[config.mk]
export PLATFORM = sky130hd
export DESIGN_NAME = tmr_fastclr_timer
export DESIGN_NICKNAME = d
export VERILOG_FILES = /design/src/rtl/tmr_pkg.sv /design/src/rtl/tmr_prescale.sv /design/src/rtl/tmr_counter.sv /design/src/rtl/tmr_flags.sv /design/src/rtl/tmr_fastclr_timer.sv
export SDC_FILE = /design/constraint.sdc
export NUM_CORES = 1
export LEC_CHECK = 0
export ABC_AREA = 1
export BUFFER_PORTS_ARGS = -buffer_cell sky130_fd_sc_hd__buf_2
export CORE_AREA = 3 3 74 76
export CTS_BUF_LIST = sky130_fd_sc_hd__clkbuf_8
export CTS_CLUSTER_SIZE = 12
export DETAILED_ROUTE_END_ITERATION = 10
export DIE_AREA = 0 0 77 79
export PLACE_DENSITY = 0.92
export RECOVER_POWER = 100
export SYNTH_ARGS = -nofsm -noshare
export SYNTH_HDL_FRONTEND = slang
export SYNTH_SLANG_ARGS = --single-unit
[constraint.sdc]
create_clock -name clk -period 5.1 [get_ports clk]
set_clock_uncertainty 0.2 [all_clocks]
set_input_delay 0.51 -clock clk [delete_from_list [all_inputs] [get_ports clk]]
set_output_delay 0.51 -clock clk [all_outputs]
set_load 0.01 [all_outputs]
[src/rtl/tmr_pkg.sv]
package tmr_pkg;
  localparam int AW = 5;
  localparam int DW = 8;

  localparam logic [AW-1:0] A_CNT_HI = 5'h04;
  localparam logic [AW-1:0] A_CNT_LO = 5'h05;
  localparam logic [AW-1:0] A_CTRL   = 5'h07;
  localparam logic [AW-1:0] A_DIVSEL = 5'h08;
  localparam logic [AW-1:0] A_PSR    = 5'h09;
  localparam logic [AW-1:0] A_CFLG   = 5'h0E;
  localparam logic [AW-1:0] A_OFLG   = 5'h0F;
  localparam int            A_CHAN0  = 16;

  localparam int B_EN    = 7;
  localparam int B_SWAIT = 6;
  localparam int B_SFRZ  = 5;
  localparam int B_FAST  = 4;
  localparam int B_PREC  = 3;

  typedef struct packed {
    logic en;
    logic swait;
    logic sfrz;
    logic fast;
    logic prec;
  } ctrl_t;
endpackage

[src/rtl/tmr_prescale.sv]
module tmr_prescale #(
  parameter int PW = 8,
  parameter int TW = 6
) (
  input  logic          clk,
  input  logic          rst_n,
  input  logic          run,
  input  logic          prec,
  input  logic [2:0]    divsel,
  input  logic [PW-1:0] psr,
  output logic          tick,
  output logic          div_tick
);
  logic [PW-1:0] pre_cnt;
  logic [PW:0]   leg_full;
  logic [PW-1:0] term;
  logic [TW-1:0] tap_cnt;

  assign leg_full = ({{PW{1'b0}}, 1'b1} << divsel) - {{PW{1'b0}}, 1'b1};
  assign term     = prec ? psr : leg_full[PW-1:0];
  assign tick     = run && (pre_cnt >= term);

  always_ff @(posedge clk) begin
    if (!rst_n) begin
      pre_cnt  <= '0;
      tap_cnt  <= '0;
      div_tick <= 1'b0;
    end else begin
      if (run) begin
        pre_cnt <= (pre_cnt >= term) ? '0 : pre_cnt + PW'(1);
        tap_cnt <= tap_cnt + TW'(1);
      end
      div_tick <= run && (&tap_cnt);
    end
  end

  AST_PRE_HALT: assert property (@(posedge clk) disable iff (!rst_n)
    !run |=> $stable(pre_cnt));
  AST_TAP_HALT: assert property (@(posedge clk) disable iff (!rst_n)
    !run |=> !div_tick);
  AST_TAP_STEP: assert property (@(posedge clk) disable iff (!rst_n)
    run |=> tap_cnt == $past(tap_cnt) + TW'(1));
endmodule

[src/rtl/tmr_counter.sv]
module tmr_counter #(
  parameter int CW = 16
) (
  input  logic          clk,
  input  logic          rst_n,
  input  logic          inc,
  output logic [CW-1:0] count,
  output logic          wrap
);
  assign wrap = inc && (&count);

  always_ff @(posedge clk) begin
    if (!rst_n)   count <= '0;
    else if (inc) count <= count + CW'(1);
  end

  AST_CNT_STEP: assert property (@(posedge clk) disable iff (!rst_n)
    inc |=> count == $past(count) + CW'(1));
  AST_CNT_HOLD: assert property (@(posedge clk) disable iff (!rst_n)
    !inc |=> $stable(count));
  AST_WRAP_ZERO: assert property (@(posedge clk) disable iff (!rst_n)
    wrap |=> count == '0);
endmodule

[src/rtl/tmr_flags.sv]
module tmr_flags #(
  parameter int NCH = 6
) (
  input  logic           clk,
  input  logic           rst_n,
  input  logic [NCH-1:0] chan_set,
  input  logic [NCH-1:0] chan_clr,
  input  logic           ovf_set,
  input  logic           ovf_clr,
  output logic [NCH-1:0] cflg,
  output logic           oflg
);
  always_ff @(posedge clk) begin
    if (!rst_n) begin
      cflg <= '0;
      oflg <= 1'b0;
    end else begin
      cflg <= (cflg & ~chan_clr) | chan_set;
      oflg <= (oflg & ~ovf_clr) | ovf_set;
    end
  end

  AST_CH_SET_WINS: assert property (@(posedge clk) disable iff (!rst_n)
    (chan_set != '0) |=> ((cflg & $past(chan_set)) == $past(chan_set)));
  AST_OVF_SET_WINS: assert property (@(posedge clk) disable iff (!rst_n)
    ovf_set |=> oflg);
  AST_CH_CLEARED: assert property (@(posedge clk) disable iff (!rst_n)
    ((chan_clr != '0) && (chan_set == '0)) |=> ((cflg & $past(chan_clr)) == '0));
endmodule

[src/rtl/tmr_fastclr_timer.sv]
module tmr_fastclr_timer
  import tmr_pkg::*;
#(
  parameter int NCH = 6,
  parameter int CW  = 16,
  parameter int PW  = 8
) (
  input  logic           clk,
  input  logic           rst_n,
  input  logic [AW-1:0]  bus_addr,
  input  logic           bus_wr,
  input  logic           bus_rd,
  input  logic [DW-1:0]  bus_wdata,
  output logic [DW-1:0]  bus_rdata,
  input  logic           lp_wait,
  input  logic           dbg_freeze,
  input  logic [NCH-1:0] chan_evt,
  output logic           div64_tick
);
  ctrl_t         ctrl;
  logic          prec_lock;
  logic [2:0]    divsel;
  logic [PW-1:0] psr;
  logic          run, tick, inc, wrap;
  logic [CW-1:0] count;
  logic [NCH-1:0] cflg, chan_clr, fast_hit;
  logic          oflg, ovf_clr, acc;

  assign acc = bus_rd | bus_wr;

  // control, divider select and prescale registers
  always_ff @(posedge clk) begin
    if (!rst_n) begin
      ctrl      <= '0;
      prec_lock <= 1'b0;
      divsel    <= '0;
      psr       <= '0;
    end else if (bus_wr) begin
      if (bus_addr == A_CTRL) begin
        ctrl.en    <= bus_wdata[B_EN];
        ctrl.swait <= bus_wdata[B_SWAIT];
        ctrl.sfrz  <= bus_wdata[B_SFRZ];
        ctrl.fast  <= bus_wdata[B_FAST];
        if (!prec_lock) begin
          ctrl.prec <= bus_wdata[B_PREC];
          prec_lock <= 1'b1;
        end
      end
      if (bus_addr == A_DIVSEL) divsel <= bus_wdata[2:0];
      if (bus_addr == A_PSR)    psr    <= bus_wdata[PW-1:0];
    end
  end

  assign run = ctrl.en && !(ctrl.swait && lp_wait);
  assign inc = tick && !(ctrl.sfrz && dbg_freeze);

  tmr_prescale #(.PW(PW), .TW(6)) u_pre (
    .clk(clk), .rst_n(rst_n), .run(run), .prec(ctrl.prec),
    .divsel(divsel), .psr(psr), .tick(tick), .div_tick(div64_tick)
  );

  tmr_counter #(.CW(CW)) u_cnt (
    .clk(clk), .rst_n(rst_n), .inc(inc), .count(count), .wrap(wrap)
  );

  // fast-clear decode, one pair of data-register addresses per channel
  for (genvar i = 0; i < NCH; i++) begin : g_chan
    localparam logic [AW-1:0] ADR_H = AW'(A_CHAN0 + 2 * i);
    localparam logic [AW-1:0] ADR_L = AW'(A_CHAN0 + 2 * i + 1);
    assign fast_hit[i] = ctrl.fast && acc &&
                         ((bus_addr == ADR_H) || (bus_addr == ADR_L));
  end

  assign chan_clr = fast_hit |
                    ((bus_wr && (bus_addr == A_CFLG)) ? bus_wdata[NCH-1:0] : '0);
  assign ovf_clr  = (bus_wr && (bus_addr == A_OFLG) && bus_wdata[7]) ||
                    (ctrl.fast && acc &&
                     ((bus_addr == A_CNT_HI) || (bus_addr == A_CNT_LO)));

  tmr_flags #(.NCH(NCH)) u_flg (
    .clk(clk), .rst_n(rst_n), .chan_set(chan_evt), .chan_clr(chan_clr),
    .ovf_set(wrap), .ovf_clr(ovf_clr), .cflg(cflg), .oflg(oflg)
  );

  always_comb begin
    bus_rdata = '0;
    case (bus_addr)
      A_CNT_HI: bus_rdata = count[CW-1 -: 8];
      A_CNT_LO: bus_rdata = count[7:0];
      A_CTRL:   bus_rdata = {ctrl.en, ctrl.swait, ctrl.sfrz, ctrl.fast, ctrl.prec, 3'b000};
      A_DIVSEL: bus_rdata = {5'b00000, divsel};
      A_PSR:    bus_rdata[PW-1:0] = psr;
      A_CFLG:   bus_rdata[NCH-1:0] = cflg;
      A_OFLG:   bus_rdata = {oflg, 7'b0000000};
      default:  bus_rdata = '0;
    endcase
  end

  AST_PREC_ONCE: assert property (@(posedge clk) disable iff (!rst_n)
    prec_lock |=> $stable(ctrl.prec));
  AST_FREEZE_HOLD: assert property (@(posedge clk) disable iff (!rst_n)
    (ctrl.sfrz && dbg_freeze) |=> $stable(count));
  AST_WAIT_HOLD: assert property (@(posedge clk) disable iff (!rst_n)
    (ctrl.swait && lp_wait) |=> ($stable(count) && !div64_tick));
  AST_OVF_KEEP: assert property (@(posedge clk) disable iff (!rst_n)
    (oflg && !ctrl.fast && !(bus_wr && bus_addr == A_OFLG)) |=> oflg);
  AST_CH_KEEP: assert property (@(posedge clk) disable iff (!rst_n)
    (!ctrl.fast && !(bus_wr && bus_addr == A_CFLG)) |=>
      ((cflg & $past(cflg)) == $past(cflg)));
endmodule

# Word level (Yosys, flattened, before mapping)
# Cells that the tools add are included.
dict set report word_totals {
  latchBits 0
  romBits 0
  ramBits 0
  regBits 55
  memories 0
}
dict set report classes {
  n_mux 5
  n_lt_le_gt_ge 1
  mul 0
  reduce_logical 34
  n_addsub 4
  eq_ne 19
  bitwise_logic 9
  div_mod_pow 0
  shift 1
}
# cell n
set ops {}
lappend ops {{$eq A5 B5 Y1 const B} 12}
lappend ops {{$pmux W6 S6} 1}
lappend ops {{$eq A5 B4 Y1 const B} 4}
lappend ops {{$logic_and A1 B1 Y1} 18}
lappend ops {{$add A16 B1 Y16 const B} 1}
lappend ops {{$mux W8} 2}
lappend ops {{$reduce_and A16 Y1} 1}
lappend ops {{$eq A5 B3 Y1 const B} 3}
lappend ops {{$or A6 B6 Y6} 2}
lappend ops {{$pmux W2 S5} 1}
lappend ops {{$add A8 B1 Y8 const B} 1}
lappend ops {{$ge A8 B8 Y1} 1}
lappend ops {{$logic_or A1 B1 Y1} 8}
lappend ops {{$shl A1 B3 Y8 const A} 1}
lappend ops {{$sub A8 B1 Y8 const B} 1}
lappend ops {{$add A6 B1 Y6 const B} 1}
lappend ops {{$and A6 B6 Y6} 1}
lappend ops {{$mux W6} 1}
lappend ops {{$not A6 Y6} 1}
lappend ops {{$reduce_and A2 Y1} 3}
lappend ops {{$reduce_and A6 Y1} 1}
lappend ops {{$reduce_and A3 Y1} 1}
lappend ops {{$logic_not A1 Y1} 2}
lappend ops {{$not A1 Y1} 2}
lappend ops {{other kinds (2)} 3}

# Depth between registers and ports, before layout
dict set report logic_depth {
  depth_word 8
  depth_mapped 16
}

# Modules after synthesis
# From an unflattened synthesis, not the netlist that was laid out.
dict set report hier_totals {
  cells_unflattened 535
  hier_area_um2 3438.3
}
# module cells_each area_each_um2 n_inst
set modules_own_cells {}
lappend modules_own_cells {tmr_fastclr_timer 236 1328.8 1}
lappend modules_own_cells {tmr_prescale 133 938.4 1}
lappend modules_own_cells {tmr_counter 130 887.1 1}
lappend modules_own_cells {tmr_flags 36 284.0 1}

# Worst setup path after synthesis
# Ideal clock, no wire load.
dict set report synth_timing {
  path_type {reg-to-reg}
  from {register, netlist name ctrl[0]}
  to {register u_cnt.count[13]}
  arrival_time_ns 1.889
  period_less_slack_ns 2.217
  required_ns 4.772
  stages_incl_launch_ff 16
  setup_slack_ns 2.883
  path_cell_list {dfxtp_1 clkbuf_1 nor2_1 a211oi_1 ha_1 nand2_1 nor2_1 nor2_1 nand2_1 nand2_1 nand2_2 buf_4 nand3_1 nand2_1 nand2_1 nor2_1}
}
dict set report synth_between {
  elab_chain_len 4
}
# element line_no
set synth_lines {}
lappend synth_lines {{$mux W8} tmr_prescale.sv:20} ;# assign term = prec ? psr : leg_full[PW-1:0];
lappend synth_lines {{$ge A8 B8 Y1} tmr_prescale.sv:21} ;# assign tick = run && (pre_cnt >= term);
lappend synth_lines {{$logic_and A1 B1 Y1} tmr_prescale.sv:21}
lappend synth_lines {{$logic_and A1 B1 Y1} tmr_fastclr_timer.sv:55} ;# assign inc = tick && !(ctrl.sfrz && dbg_freeze);
lappend synth_lines {{to (signal assigned)} tmr_counter.sv:14} ;# else if (inc) count <= count + CW'(1);
lappend synth_lines {{to (decl)} tmr_counter.sv:7} ;# output logic [CW-1:0] count,
# Every way passes these cells.
# A chain may end at the register's enable or synchronous reset.

# Final worst setup path
dict set report layout_timing {
  from {register, netlist name ctrl[0]}
  to {register u_cnt.count[0]}
}
dict set report layout_between {
  elab_chain_len 4
}
# element line_no
set layout_lines {}
lappend layout_lines {{$mux W8} tmr_prescale.sv:20}
lappend layout_lines {{$ge A8 B8 Y1} tmr_prescale.sv:21}
lappend layout_lines {{$logic_and A1 B1 Y1} tmr_prescale.sv:21}
lappend layout_lines {{$logic_and A1 B1 Y1} tmr_fastclr_timer.sv:55}
# Every way passes these cells.

==> results_dict.tcl <==
set metrics [dict create \
    clk_latency_ns 0.32 \
    synthMuxAreaShare 0 \
    worstHoldStart "chan_evt[1]" \
    area_growth_pct 8.567 \
    switching_share 0.2340 \
    cts.clk_slew.worst_paths_ns 0.10 \
    antenna_left 0 \
    cp_num_buf_inv 1 \
    cp_cell_sequence "inv_1 > nand2_1 > o21ai_0 > ha_1 > nand2_1 > nor2_1 > nor2_1 > nand2_1 > nand2_1 > nand2_1 > nand3_1 > nand2_1 > nand2_1 > nor2_1" \
    num_antenna_cells 0 \
    fmax_mhz 327.0 \
    maxSlewHeadroom 0.3176 \
    final_net_count 544 \
    tightest_slew_ns 1.024 \
    num_vias 3318 \
    synth_edf_count 0 \
    cts_tree "built" \
    fill_cells 427 \
    port_buffers 33 \
    syn-instance-count 479 \
    drtPass1Iterations 7 \
    yosysTopAreaCellShare 0.3523 \
    seqPwrFrac 0.548 \
    cts-root-buf "clkbuf_8" \
    power_switching_uw 187.1 \
    num_rows 25 \
    p_int_uw 612.3 \
    syn_area_per_cell_um2 6.525 \
    synthAdderAreaFrac 0.04404 \
    finalHoldViolations 0 \
    grt_max_degree 36 \
    place.gp.congestion 0.9107 \
    grt_pass1_vias 2964 \
    cts_buffers 5 \
    ys_seq_area_frac 0.3523 \
    ys.flop_type "dfxtp_1" \
    synthArstFlopShare 0 \
    ys_warn_count 0 \
    grt_first_pass_wirelength_mm 13.14 \
    drv_slew 0 \
    synth-simple-area-share 0.3363 \
    layout_setup_ws_ns 2.042 \
    synth_compound_area_frac 0.1509 \
    synth-xor-area-share 0.01401 \
    clockPowerShare 0.380 \
    htree_levels 2 \
    peakVddDrop_uv 160.7 \
    outcome "complete, no violations" \
    synth_top_family_by_area "simple AND/OR/NAND/NOR gates" \
    synth-seq-cells 55 \
    maxCapViolCount 0 \
    fin_setup_tns_ns 0 \
    dieArea_mm2 0.006083 \
    finalSetupViolCount 0 \
    rsz0062_at_grt "no" \
    cpMostUsedCell "nand2_1" \
    clock-sinks 55 \
    cts_hold_repair.buffers 0 \
    power_density_mw_per_mm2 235.6 \
    grt_util_all_layers 0.2668 \
    p_leak_nw 1.442 \
    crit_type "flip-flop to flip-flop" \
    syn_area_mm2 0.003125 \
    crit_required_ns 5.15 \
    cp_slowest_cell "nand2_1" \
    synth_nets 515 \
    coreArea_mm2 0.004786 \
    io_pins 34 \
    worst_setup_path_start_kind "flip-flop" \
    pre_cts_slack_ns 2.466 \
    critPathTopFamily "simple AND/OR/NAND/NOR gates" \
    antenna_found_initial 0 \
    overflow 0 \
    fin_crit_sh 0.5996 \
    drive_gt1_frac 0.06876 \
    start_util 0.6531 \
    ys_top_cells_by_area "dfxtp_1 (35%), nand2_1 (12%), nor2_1 (9.1%), inv_1 (7.8%), a21oi_1 (5.6%)" \
    wl_per_cell_um 13.89 \
    crit_path_end_kind "flip-flop" \
    first_iter_violations 359 \
    die_w_um 77 \
    dieHeight_um 79 \
    route.detailed.drc 0 \
    power_frac_comb 0.071 \
    viasPerCell 5.760 \
    arrival_ns 3.11 \
    clock_path_buffers 2 \
    drt_wl_total_mm 8.003 \
    r2r-start "ctrl[0]$_SDFFE_PN0P_" \
    cp_max_fo 28 \
    fin_crit_ns 3.058 \
    synth_cell_types 34 \
    max_stage_delay_ns 0.63 \
    dp_hpwl_mm 6.002 \
    hold_path_class "primary input to flip-flop" \
    cts_setup_buffers 0 \
    ctsResizeCount 0 \
    yosysTopAreaCell "dfxtp_1" \
    crit_start "ctrl[0]$_SDFFE_PN0P_" \
]
==> layer usage <==
metal,global-route usage,up-vias,share of wire
met5,0,-,0
met4,0.1085,0,0.024
met3,0.04308,25,0.086
met2,0.4617,171,0.47
met1,0.3322,1492,0.42
li1,-,1630,-
==> path summary, 6_finish.rpt <==
path	to	slack, ns	depth (start not counted)
worst min register to register	psr[1]$_SDFFE_PN0P_	0.29	2
worst max-delay path	u_cnt.count[0]$_SDFFE_PN0P_	2.04	14
worst min-delay path	u_flg.cflg[1]$_SDFF_PN0_	0.19	3
worst max register to register	u_cnt.count[0]$_SDFFE_PN0P_	2.04	14
==> Yosys cell counts (2+ instances only) <==
library cell / n
a22oi_1: 2
o211ai_1: 6
a21oi_1: 35
nand3_1: 31
a31oi_1: 5
ha_1: 11
buf_2: 4
inv_2: 4
nand2_2: 4
dfxtp_1: 55
o22ai_1: 8
clkbuf_1: 5
xor2_1: 3
o21ai_0: 22
nand2_1: 97
xnor2_1: 2
inv_1: 65
nor3_1: 12
nand4_1: 18
nor2_1: 76
==> registers in the layout, indices dropped and copies added (netlist names) <==
signal and flops:
u_cnt.count 16, psr 8, u_pre.tap_cnt 6, u_flg.cflg 6, ctrl 5, prec_lock 1
divsel 3, u_pre.div_tick 1, u_flg.oflg 1, u_pre.pre_cnt 8
==> worst min-delay path: stages <==
cell     delay [ns]
buf_2          0.07
a21oi_1        0.03
nor2_1         0.07
==> through the flow <==
step	hold slack [ns]	util	cell area (um2)	instances	power [mW]
floorplan	0.2368	-	3126	479	0.4819
global placement	0.2574	0.6931	3317	568	0.5029
detailed placement	0.2729	0.6931	3317	568	0.5050
CTS	0.1963	0.7176	3435	576	0.7982
global route	0.1962	0.7090	3393	576	0.8232
finish	0.1934	0.7090	3393	576	0.7993
==> layout by cell type (no fill, tap or decap), drive strengths merged <==
cell type / synthesis / layout
nand2: 101 / 101
nor2: 78 / 78
inv: 69 / 69
dfxtp: 55 / 55
a21oi: 35 / 35
nand3: 31 / 31
o21ai: 23 / 23
buf: 6 / 22
nand4: 18 / 18
clkbuf: 5 / 17
nor3: 13 / 13
ha: 11 / 11
o22ai: 8 / 8
o211ai: 6 / 6
a31oi: 5 / 5
xor2: 3 / 3
a22oi: 2 / 2
xnor2: 2 / 2
clkinv: 1 / 2
a211oi: 1 / 1
o221ai: 1 / 1
and3: 1 / 1
o21bai: 1 / 1
o21a: 1 / 1
nor3b: 1 / 1
a31o: 1 / 1
bufinv: 0 / 1
==> power groups by stage <==
stage | registers [mW] | logic, mW | clock network [mW]
final | 0.438 | 0.0569 | 0.304
after global routing | 0.439 | 0.0628 | 0.321
after CTS | 0.438 | 0.0574 | 0.303
after detailed placement | 0.448 | 0.0568 | 0
after global placement | 0.448 | 0.0550 | 0
after floorplan | 0.447 | 0.0348 | 0
==> cell type report <==
class                           count  area, um2  area share
Sequential cell                    55       1101      0.3245
Tap cell                           67      83.83     0.02471
Clock inverter                      2      35.03     0.01032
Inverter                           70      262.8     0.07743
Clock buffer                        6      82.58     0.02434
Multi-Input combinational cell    343       1677      0.4941
Timing Repair Buffer               33      151.4     0.04462
==> cell families (layout without fill, tap and decap cells) <==
kind of cell    Yosys count  count (layout)
simple gates            243             243
buf+inv                  81             111
compound gates           84              84
fa+ha+maj                11              11
xor+xnor                  5               5
flops                    55              55
Note: power is estimated with default switching activity, not from simulation.
